File: src/rtl/vps_pkg.sv
package vps_pkg;
  typedef enum logic [2:0] {
    MM_ALL    = 3'd0,
    MM_REG    = 3'd1,
    MM_INV    = 3'd2,
    MM_ONEHOT = 3'd3,
    MM_CR     = 3'd4,
    MM_CRN    = 3'd5
  } mask_mode_e;
endpackage

File: src/rtl/vps_mask_gen.sv
module vps_mask_gen #(
  parameter int MAXVL = 64,
  parameter int REG_W = 64,
  parameter int NCR   = 64,
  localparam int CBW  = $clog2(NCR)
) (
  input  logic [2:0]         mode_i,
  input  logic [1:0]         sel_i,
  input  logic [REG_W-1:0]   reg_i,
  input  logic [4*NCR-1:0]   cr_i,
  input  logic [CBW-1:0]     base_i,
  output logic [MAXVL-1:0]   mask_o
);
  import vps_pkg::*;

  logic [MAXVL-1:0] regx;
  logic [MAXVL-1:0] onehot;
  logic [MAXVL-1:0] crbits;

  // Register value fitted to the mask width
  generate
    if (REG_W >= MAXVL) begin : g_trunc
      assign regx = reg_i[MAXVL-1:0];
    end else begin : g_ext
      assign regx = {{(MAXVL-REG_W){1'b0}}, reg_i};
    end
  endgenerate

  always_comb begin
    for (int i = 0; i < MAXVL; i++) begin
      onehot[i] = (reg_i == REG_W'(i));
    end
  end

  // Element i reads condition field base+i (wrapping)
  always_comb begin
    for (int i = 0; i < MAXVL; i++) begin
      logic [CBW-1:0] fld;
      fld = base_i + CBW'(i);
      crbits[i] = cr_i[{fld, sel_i}];
    end
  end

  always_comb begin
    case (mask_mode_e'(mode_i))
      MM_REG:    mask_o = regx;
      MM_INV:    mask_o = ~regx;
      MM_ONEHOT: mask_o = onehot;
      MM_CR:     mask_o = crbits;
      MM_CRN:    mask_o = ~crbits;
      default:   mask_o = '1;
    endcase
  end

  always_comb begin
    if (mode_i == 3'd3) begin
      assert_onehot_R6: assert ($onehot0(mask_o));
    end
  end
endmodule

File: src/rtl/vps_step_scan.sv
module vps_step_scan #(
  parameter int MAXVL = 64,
  localparam int VLW  = $clog2(MAXVL+1)
) (
  input  logic [MAXVL-1:0] mask_i,
  input  logic [VLW-1:0]   pos_i,
  input  logic [VLW-1:0]   vl_i,
  input  logic             scalar_i,
  output logic [VLW-1:0]   idx_o,
  output logic             found_o
);
  logic [MAXVL-1:0] cand;
  logic [VLW-1:0]   low;

  always_comb begin
    for (int i = 0; i < MAXVL; i++) begin
      cand[i] = mask_i[i] && (VLW'(i) >= pos_i) && (VLW'(i) < vl_i);
    end
  end

  // Lowest set candidate wins
  always_comb begin
    low = '0;
    for (int i = MAXVL-1; i >= 0; i--) begin
      if (cand[i]) low = VLW'(i);
    end
  end

  assign idx_o   = scalar_i ? pos_i : low;
  assign found_o = scalar_i | (|cand);

  always_comb begin
    if (found_o && !scalar_i) begin
      assert_hit_set_R2: assert ((|(mask_i & (MAXVL'(1) << idx_o))) && idx_o >= pos_i && idx_o < vl_i);
    end
  end
endmodule

File: src/rtl/vec_pair_stepper.sv
module vec_pair_stepper #(
  parameter int MAXVL = 64,
  parameter int REG_W = 64,
  parameter int NCR   = 64,
  localparam int VLW  = $clog2(MAXVL+1),
  localparam int CBW  = $clog2(NCR)
) (
  input  logic               clk,
  input  logic               rst,
  input  logic               start_i,
  input  logic [VLW-1:0]     vl_i,
  input  logic [VLW-1:0]     src_step_i,
  input  logic [VLW-1:0]     dst_step_i,
  input  logic [2:0]         src_mode_i,
  input  logic [1:0]         src_sel_i,
  input  logic [REG_W-1:0]   src_reg_i,
  input  logic [2:0]         dst_mode_i,
  input  logic [1:0]         dst_sel_i,
  input  logic [REG_W-1:0]   dst_reg_i,
  input  logic [4*NCR-1:0]   cr_i,
  input  logic [CBW-1:0]     cr_base_i,
  input  logic               src_scalar_i,
  input  logic               dst_scalar_i,
  input  logic               iss_ready_i,
  output logic               iss_valid_o,
  output logic [VLW-1:0]     iss_src_o,
  output logic [VLW-1:0]     iss_dst_o,
  output logic               done_o,
  output logic [VLW-1:0]     src_step_o,
  output logic [VLW-1:0]     dst_step_o
);
  logic [MAXVL-1:0] smask_d, dmask_d, smask_q, dmask_q;
  logic [VLW-1:0]   vl_q, spos_q, dpos_q, isrc_q, idst_q;
  logic [VLW-1:0]   ns, nd;
  logic             sfound, dfound;
  logic             ssc_q, dsc_q, stop_q, busy_q, vld_q, done_q;
  logic             load;

  vps_mask_gen #(.MAXVL(MAXVL), .REG_W(REG_W), .NCR(NCR)) u_smask (
    .mode_i(src_mode_i), .sel_i(src_sel_i), .reg_i(src_reg_i),
    .cr_i(cr_i), .base_i(cr_base_i), .mask_o(smask_d)
  );

  vps_mask_gen #(.MAXVL(MAXVL), .REG_W(REG_W), .NCR(NCR)) u_dmask (
    .mode_i(dst_mode_i), .sel_i(dst_sel_i), .reg_i(dst_reg_i),
    .cr_i(cr_i), .base_i(cr_base_i), .mask_o(dmask_d)
  );

  vps_step_scan #(.MAXVL(MAXVL)) u_sscan (
    .mask_i(smask_q), .pos_i(spos_q), .vl_i(vl_q), .scalar_i(ssc_q),
    .idx_o(ns), .found_o(sfound)
  );

  vps_step_scan #(.MAXVL(MAXVL)) u_dscan (
    .mask_i(dmask_q), .pos_i(dpos_q), .vl_i(vl_q), .scalar_i(dsc_q),
    .idx_o(nd), .found_o(dfound)
  );

  assign load = busy_q && (!vld_q || iss_ready_i);

  always_ff @(posedge clk) begin
    if (rst) begin
      busy_q  <= 1'b0;
      vld_q   <= 1'b0;
      done_q  <= 1'b0;
      stop_q  <= 1'b0;
      ssc_q   <= 1'b0;
      dsc_q   <= 1'b0;
      vl_q    <= '0;
      spos_q  <= '0;
      dpos_q  <= '0;
      isrc_q  <= '0;
      idst_q  <= '0;
      smask_q <= '0;
      dmask_q <= '0;
    end else begin
      done_q <= 1'b0;
      if (!busy_q) begin
        if (start_i) begin
          vl_q    <= vl_i;
          spos_q  <= src_step_i;
          dpos_q  <= dst_step_i;
          smask_q <= smask_d;
          dmask_q <= dmask_d;
          ssc_q   <= src_scalar_i;
          dsc_q   <= dst_scalar_i;
          stop_q  <= 1'b0;
          if (vl_i == '0) done_q <= 1'b1;
          else            busy_q <= 1'b1;
        end
      end else if (load) begin
        if (sfound && dfound && !stop_q) begin
          vld_q  <= 1'b1;
          isrc_q <= ns;
          idst_q <= nd;
          if (!ssc_q) spos_q <= ns + VLW'(1);
          if (!dsc_q) dpos_q <= nd + VLW'(1);
          if (dsc_q)  stop_q <= 1'b1;
        end else begin
          vld_q  <= 1'b0;
          busy_q <= 1'b0;
          done_q <= 1'b1;
        end
      end
    end
  end

  assign iss_valid_o = vld_q;
  assign iss_src_o   = isrc_q;
  assign iss_dst_o   = idst_q;
  assign done_o      = done_q;
  assign src_step_o  = spos_q;
  assign dst_step_o  = dpos_q;

  assert_stall_hold_R10: assert property (@(posedge clk) disable iff (rst)
    (vld_q && !iss_ready_i) |=> (vld_q && $stable(isrc_q) && $stable(idst_q)));

  assert_done_excl_R12: assert property (@(posedge clk) disable iff (rst)
    !(done_q && vld_q));

  assert_done_pulse_R12: assert property (@(posedge clk) disable iff (rst)
    done_q |=> !done_q);

  assert_zero_vl_R1: assert property (@(posedge clk) disable iff (rst)
    (start_i && !busy_q && vl_i == '0) |=> (done_q && !vld_q));

  assert_src_legal_R2: assert property (@(posedge clk) disable iff (rst)
    (vld_q && !ssc_q) |-> (isrc_q < vl_q && (|(smask_q & (MAXVL'(1) << isrc_q)))));

  assert_dst_legal_R2: assert property (@(posedge clk) disable iff (rst)
    (vld_q && !dsc_q) |-> (idst_q < vl_q && (|(dmask_q & (MAXVL'(1) << idst_q)))));

  assert_scalar_dst_R8: assert property (@(posedge clk) disable iff (rst)
    (vld_q && iss_ready_i && dsc_q) |=> !vld_q);
endmodule

File: config.mk
export PLATFORM = sky130hd
export DESIGN_NAME = vec_pair_stepper
export DESIGN_NICKNAME = d
export VERILOG_FILES = /design/src/rtl/vps_pkg.sv /design/src/rtl/vps_mask_gen.sv /design/src/rtl/vps_step_scan.sv /design/src/rtl/vec_pair_stepper.sv
export SDC_FILE = /design/constraint.sdc
export NUM_CORES = 2
export LEC_CHECK = 0
export BUFFER_PORTS_ARGS = -buffer_cell sky130_fd_sc_hd__buf_4
export CAP_MARGIN = 20
export CORE_MARGIN = 2
export CORE_UTILIZATION = 35
export DETAILED_ROUTE_END_ITERATION = 6
export PLACE_DENSITY = 0.59
export SETUP_SLACK_MARGIN = 0.02
export SLEW_MARGIN = 20
export SYNTH_ARGS = -nofsm -noshare
export SYNTH_HDL_FRONTEND = slang
export SYNTH_SLANG_ARGS = --single-unit
File: constraint.sdc
create_clock -name clk -period 6.85 [get_ports clk]
set_clock_uncertainty 0.1 [all_clocks]
set_input_delay 1.7125 -clock clk [delete_from_list [all_inputs] [get_ports clk]]
set_output_delay 1.7125 -clock clk [all_outputs]
set_load 0.005 [all_outputs]
-- Word level (Yosys, flattened, before mapping)
Cells that the tools add are included.
Widths: inputs -> output; s select.
- register bits after elaboration: 169
- input port bits: 427
- output and inout port bits: 30
- logic and storage cells: 1233
- add/subtract/negate cells: 65
- $lt $le $gt $ge: 320
- equality and inequality tests: 141
- mux-type cells: 413
- bitwise gates (word level): 7
- reduce and logical (&&, ||, !) cells: 274
- operator list (kind ; count):
    $eq 64x6->1 const B ; 64
    $eq 64x5->1 const B ; 32
    $lt 8x9->1 const B ; 128
    $bmux 1 s8 ; 128
    $eq 64x4->1 const B ; 16
    $mux 6 ; 128
    $pmux 64 s5 ; 2
    $eq 64x3->1 const B ; 8
    $ge 6x7->1 const A ; 64
    $logic_and 1x1->1 ; 259
    $eq 64x2->1 const B ; 4
    $not 64->64 ; 4
    $ge 5x7->1 const A ; 32
    $lt 6x7->1 const A ; 32
    $add 6x6->6 const B ; 32
    $mux 1 ; 143
    $eq 64x1->1 const B ; 2
    $logic_not 64->1 ; 2
    $reduce_or 64->1 ; 2
    $ge 4x7->1 const A ; 16
    $lt 5x7->1 const A ; 16
    $add 6x5->6 const B ; 16
    $mux 7 ; 12
    $ge 3x7->1 const A ; 8
    25 further kinds ; 70

-- Longest topological paths before layout
- word-level depth: 73
- gate-level depth with buffers: 17
- gate-level depth less buffers: 13

-- Modules after synthesis
From an unflattened synthesis, not the netlist that was laid out.
- cell total of the unflattened synthesis: 4118
- area total of the unflattened synthesis: 31928.1 um2
- by module, submodules not included (module ; times used ; cells each ; area an instance (um2) ; seq. area each (um2)):
    vps_mask_gen ; 2 ; 1263 ; 10322.4 ; 0.0
    vec_pair_stepper ; 1 ; 769 ; 6202.2 ; 3383.2
    vps_step_scan (u_sscan) ; 1 ; 400 ; 2565.0 ; 0.0
    vps_step_scan (u_dscan) ; 1 ; 423 ; 2516.2 ; 0.0

-- Worst setup path before layout
OpenSTA, ideal clock, no wires.
- path kind: in2reg
- start point: input cr_base_i[1]
- end point: register dmask_q[31]
- setup time: 0.095 ns
- arrival: 5.038 ns
- required time: 6.655 ns
- slack: 1.616 ns
- cell stages on the path: 12
- buffers on the path: 3
- path through: clkbuf_1 > inv_2 > buf_1 > ha_1 > xor2_1 > clkbuf_1 > mux2i_1 > mux2i_1 > mux2i_1 > mux2i_1 > mux2i_1 > a221oi_1
- longest elaborated chain between the ends: 5
- ends and longest elaborated chain (item ; RTL line ; RTL):
    start: declaration ; vec_pair_stepper.sv:21 ; input logic [CBW-1:0] cr_base_i,
    $add 6x5->6 * ; vps_mask_gen.sv:39 ; fld = base_i + CBW'(i);
    $bmux 1 s8 * ; vps_mask_gen.sv:40 ; crbits[i] = cr_i[{fld, sel_i}];
    $mux 1 (implied by the code) * ; vps_mask_gen.sv:40 ;
    $not 64->64 ; vps_mask_gen.sv:50 ; MM_CRN: mask_o = ~crbits;
    $pmux 64 s5 * ; vps_mask_gen.sv:45 ; case (mask_mode_e'(mode_i))
    end signal: assignment ; vec_pair_stepper.sv:84 ; dmask_q <= dmask_d;
    end: declaration ; vec_pair_stepper.sv:32 ; logic [MAXVL-1:0] smask_d, dmask_d, smask_q, dmask_q;
Every way passes the cells marked *; elsewhere a longest branch is shown, timed or not. The select of a mux whose other input is x is not followed.
A chain may end at the register's enable or synchronous reset.

-- Final worst setup path
- start point: register vl_q[6]
- end point: register spos_q[6] (netlist: src_step_o[6])
- longest elaborated chain between the ends: 72
- elaborated cells on any way between the ends: 270
- those cells by class: 1 x add/sub; 64 x order compare; 1 x eq/ne; 69 x mux; 2 x bitwise; 133 x reduce/logical
- ends and longest elaborated chain (item ; RTL line ; RTL):
    start: declaration ; vec_pair_stepper.sv:33 ; logic [VLW-1:0] vl_q, spos_q, dpos_q, isrc_q, idst_q;
    start signal: assignment ; vec_pair_stepper.sv:80 ; vl_q <= vl_i;
    $lt 6x7->1 ; vps_step_scan.sv:17 ; cand[i] = mask_i[i] && (VLW'(i) >= pos_i) && (VLW'(i) < vl_i);
    $logic_and 1x1->1 ; vps_step_scan.sv:17 ;
    $mux 6 (64 in series) ; vps_step_scan.sv:25 ; if (cand[i]) low = VLW'(i);
    $mux 7 ; vps_step_scan.sv:29 ; assign idx_o = scalar_i ? pos_i : low;
    $add 7x1->7 ; vec_pair_stepper.sv:96 ; if (!ssc_q) spos_q <= ns + VLW'(1);
    $mux 7 ; vec_pair_stepper.sv:96 ;
    $mux 7 ; vec_pair_stepper.sv:92 ; if (sfound && dfound && !stop_q) begin
    $mux 7 ; vec_pair_stepper.sv:91 ; end else if (load) begin
    $mux 7 ; vec_pair_stepper.sv:78 ; if (!busy_q) begin
    end signal: assignment ; vec_pair_stepper.sv:81 ; spos_q <= src_step_i;
    end signal: assignment ; vec_pair_stepper.sv:96 ;
    end: declaration ; vec_pair_stepper.sv:33 ;
Parallel ways exist; a longest one is shown, timed or not. The select of a mux whose other input is x is not followed.

==> flow_summary.ini <==
[yosys]
synth_adder_area_share = 0.007762
synthesis.area_mm2 = 0.02740
yosys.area_share.simple = 0.1786
synthCells = 3523
avgSynthCellArea_um2 = 7.779
synth_compound_area_frac = 0.2243
synthMuxAreaShare = 0.3948
synth_top_area_frac = 0.2732
synthTopCellsByArea = mux2i_1, dfxtp_1, mux4_2
synthDistinctLibCells = 87
syn-num-nets = 3967
synthXorXnorAreaFrac = 0.01982
synthFlopType = dfxtp_1
yosysWarningCount = 0
synth_area_leader_cell = mux2i_1
synth_edf_count = 0
synth_top_family_by_area = multiplexers
ys_seq_area_frac = 0.1235
async_flop_share = 0
synth_seq_cells = 169

[floorplanning]
pin_count = 457
initial_core_util = 0.3537
dieArea_mm2 = 0.08055
die_x_um = 283.8
die_h_um = 283.8
rows = 102
coreArea_mm2 = 0.07747

[critical_path]
cp-end-kind = flop
cp.arrival_ps = 5620
ff2ff_setup_slack_ps = 1510
startpoint = vl_q[6]
required_ps = 7120
cp-start-kind = flop
critical_path_class = flop to flop
r2r_start = vl_q[6]
crit_fanout = 31

[route]
via_count = 30873
wl_mm = 134.7
ant_nets = 0
drc = 0
first_pass_iters = 6
drt_iter0_markers = 4315
via_per_inst = 6.404
wire_per_inst_um = 27.94

[power_and_ir_drop]
leakage_uw = 0.01437
p_per_area_mw_per_mm2 = 192.3
internal_power_uw = 3131
ir_worst_vdd_v = 0.0001771
switching_share = 0.4966
p_sw_uw = 3089
pwr-share-seq = 0.202
clock_power_share = 0.175
p_comb_frac = 0.624

[global_route]
grt_overflow = 0
grt_pass1_wl_mm = 193.6
grtUsageTotal = 0.3188
antenna_found_initial = 3
grt_max_degree = 77
first_global_vias = 28253

[timing]
finalSetupViolCount = 0
rsz0062_at_grt = false
relSlewSlack = 0.1640
fmax_mhz = 187.2
worst_pin_slew_ps = 1245
whs_ps = 374.1
finalMaxSlewViolations = 0
hold_viol = 0
timing.setup.tns_ps = 0
min_period_ps = 5343
layout_setup_ws_ps = 1507
timing.final.crit_share = 0.7799

[cts]
cts.sinks = 169
postCtsResizedCells = 0
cts_root_buffer = clkbuf_16
cts_tree = done
clock_latency_ps = 480
clkSlewWorstSetupHoldPaths_ps = 90
cts_buffer_depth = 2
cts-htree-levels = 4
cts_setup_buffers = 0
numCtsBuffers = 17
postCtsHoldBufs = 0

[min_path]
worstHoldStart = iss_dst_o[6]
min_path_type = flop to flop

[place]
dp_cells = 4789
place.gp.congestion = 1.066
dp_hpwl_mm = 109.5
numPortBuffers = 456
place_ws_ps = 1373

[layout]
final_util = 0.4175
drive_gt1_frac = 0.2074
fin_cells = 4821
fin_nets = 4212
fill_cells = 7980
antenna_cells = 0
syn2layout_area_growth_pct = 18.03

[outcome]
status = finished clean

[flow_run]
drv_cap = 0
## per-layer routing
layer | share of wire | global-route usage | wire length (um) | up-vias
met2 | 0.45 | 0.5024 | 60390 | 1840
met5 | 0.000082 | 0 | 11 | -
met3 | 0.10 | 0.05764 | 13820 | 235
li1 | - | - | - | 13863
met4 | 0.032 | 0.09153 | 4272 | 2
met1 | 0.42 | 0.4426 | 56190 | 14933
## Yosys cell counts, types with 11 or more instances
cell type and instances:
a2111oi_0 11, a211oi_1 144, a21boi_0 13, a21o_1 12, a21oi_1 341, a221oi_1 13, a31oi_1 13, and2_1 19
and3_1 23, buf_1 64, buf_2 42, clkbuf_1 201, dfxtp_1 169, ha_1 17, inv_1 36, mux2i_1 748
mux4_2 148, nand2_1 508, nand2b_1 18, nand3_1 46, nand4_1 25, nor2_1 233, nor2b_1 30, nor3_1 39
nor3b_1 18, nor4_1 40, o2111ai_1 25, o211a_1 12, o211ai_1 34, o21a_1 17, o21ai_0 178, o22ai_1 16
o31ai_1 14, xnor2_1 42, xor2_1 20
## worst paths after layout
check,end,cells past startpoint
worst max-delay path,src_step_o[6],12
worst min-delay path,iss_dst_o[6],2
worst max register to register,src_step_o[6],12
worst min register to register,iss_dst_o[6],2
## metrics by stage
step	cell area, um2	total power (uW)
after global placement	31640	4998
after floorplan	27400	3696
final	32340	6220
after CTS	32290	6095
after detailed placement	31640	5013
after global routing	32340	6477
## final cells by class
| type | count | area [um2] | share of cell area |
|---|---|---|---|
| multi-input combinational | 3002 | 22810 | 0.7053 |
| clock buffer | 17 | 425.4 | 0.01315 |
| sequential | 169 | 3383 | 0.1046 |
| tap | 1040 | 1301 | 0.04023 |
| inverter | 41 | 155.1 | 0.004797 |
| clock inverter | 15 | 221.5 | 0.006847 |
| timing repair buffer | 537 | 4044 | 0.1250 |
## critical path, stage by stage (launching register included)
cell and delay (ps):
dfxtp_1 860, buf_4 470, nor2_1 260, a2111oi_0 990
a21oi_1 180, a21boi_0 250, and4bb_2 330, a41oi_1 290
o21a_1 240, and2_1 770, o21ai_0 180, a32oi_1 210
nor3_1 80
## power by group through the flow
stage | Combinational, uW | Sequential [uW] | Clock, uW
3_3_place_gp | 3730 | 1270 | 0
2_1_floorplan | 2520 | 1170 | 0
5_1_grt | 4090 | 1260 | 1130
3_5_place_dp | 3740 | 1270 | 0
6_report | 3880 | 1260 | 1090
4_1_cts | 3760 | 1250 | 1090
## state kept, by name, indices dropped and copies added, names as in the netlist
| name | count |
|---|---|
| dmask_q | 64 |
| smask_q | 64 |
| dst_step_o | 7 |
| iss_dst_o | 7 |
| iss_src_o | 7 |
| src_step_o | 7 |
| vl_q | 7 |
| busy_q | 1 |
| done_o | 1 |
| dsc_q | 1 |
| iss_valid_o | 1 |
| ssc_q | 1 |
| stop_q | 1 |
## kinds of logic (layout without fill, tap and decap cells)
group / after synthesis / in the layout
and+or+nand+nor: 1069 / 1069
AOI/OAI and AO/OA: 958 / 958
muxes: 896 / 896
buffers and inverters: 352 / 610
DFF: 169 / 169
xor gates and xnor gates: 62 / 62
adders and majority gates: 17 / 17
## cell usage in the layout (no fill, tap or decap), drive strengths merged, types with 11 or more instances in the layout
cell type	count
o21a	17
nor2	233
o31ai	14
o211a	12
nand2	508
a221oi	13
nor3b	18
xor2	20
o21ai	179
and2	19
clkbuf	17
nand2b	18
a21oi	341
a21boi	13
nor3	39
nand4	25
ha	17
a31oi	13
o2111ai	25
or3	11
o22ai	16
inv	47
o211ai	34
nor4	40
buf	537
and3	23
mux2i	748
nand3	46
xnor2	42
a2111oi	11
a21o	12
nor2b	30
mux4	148
a211oi	147
dfxtp	169
or2	12
(Power assumes the default switching activity.)
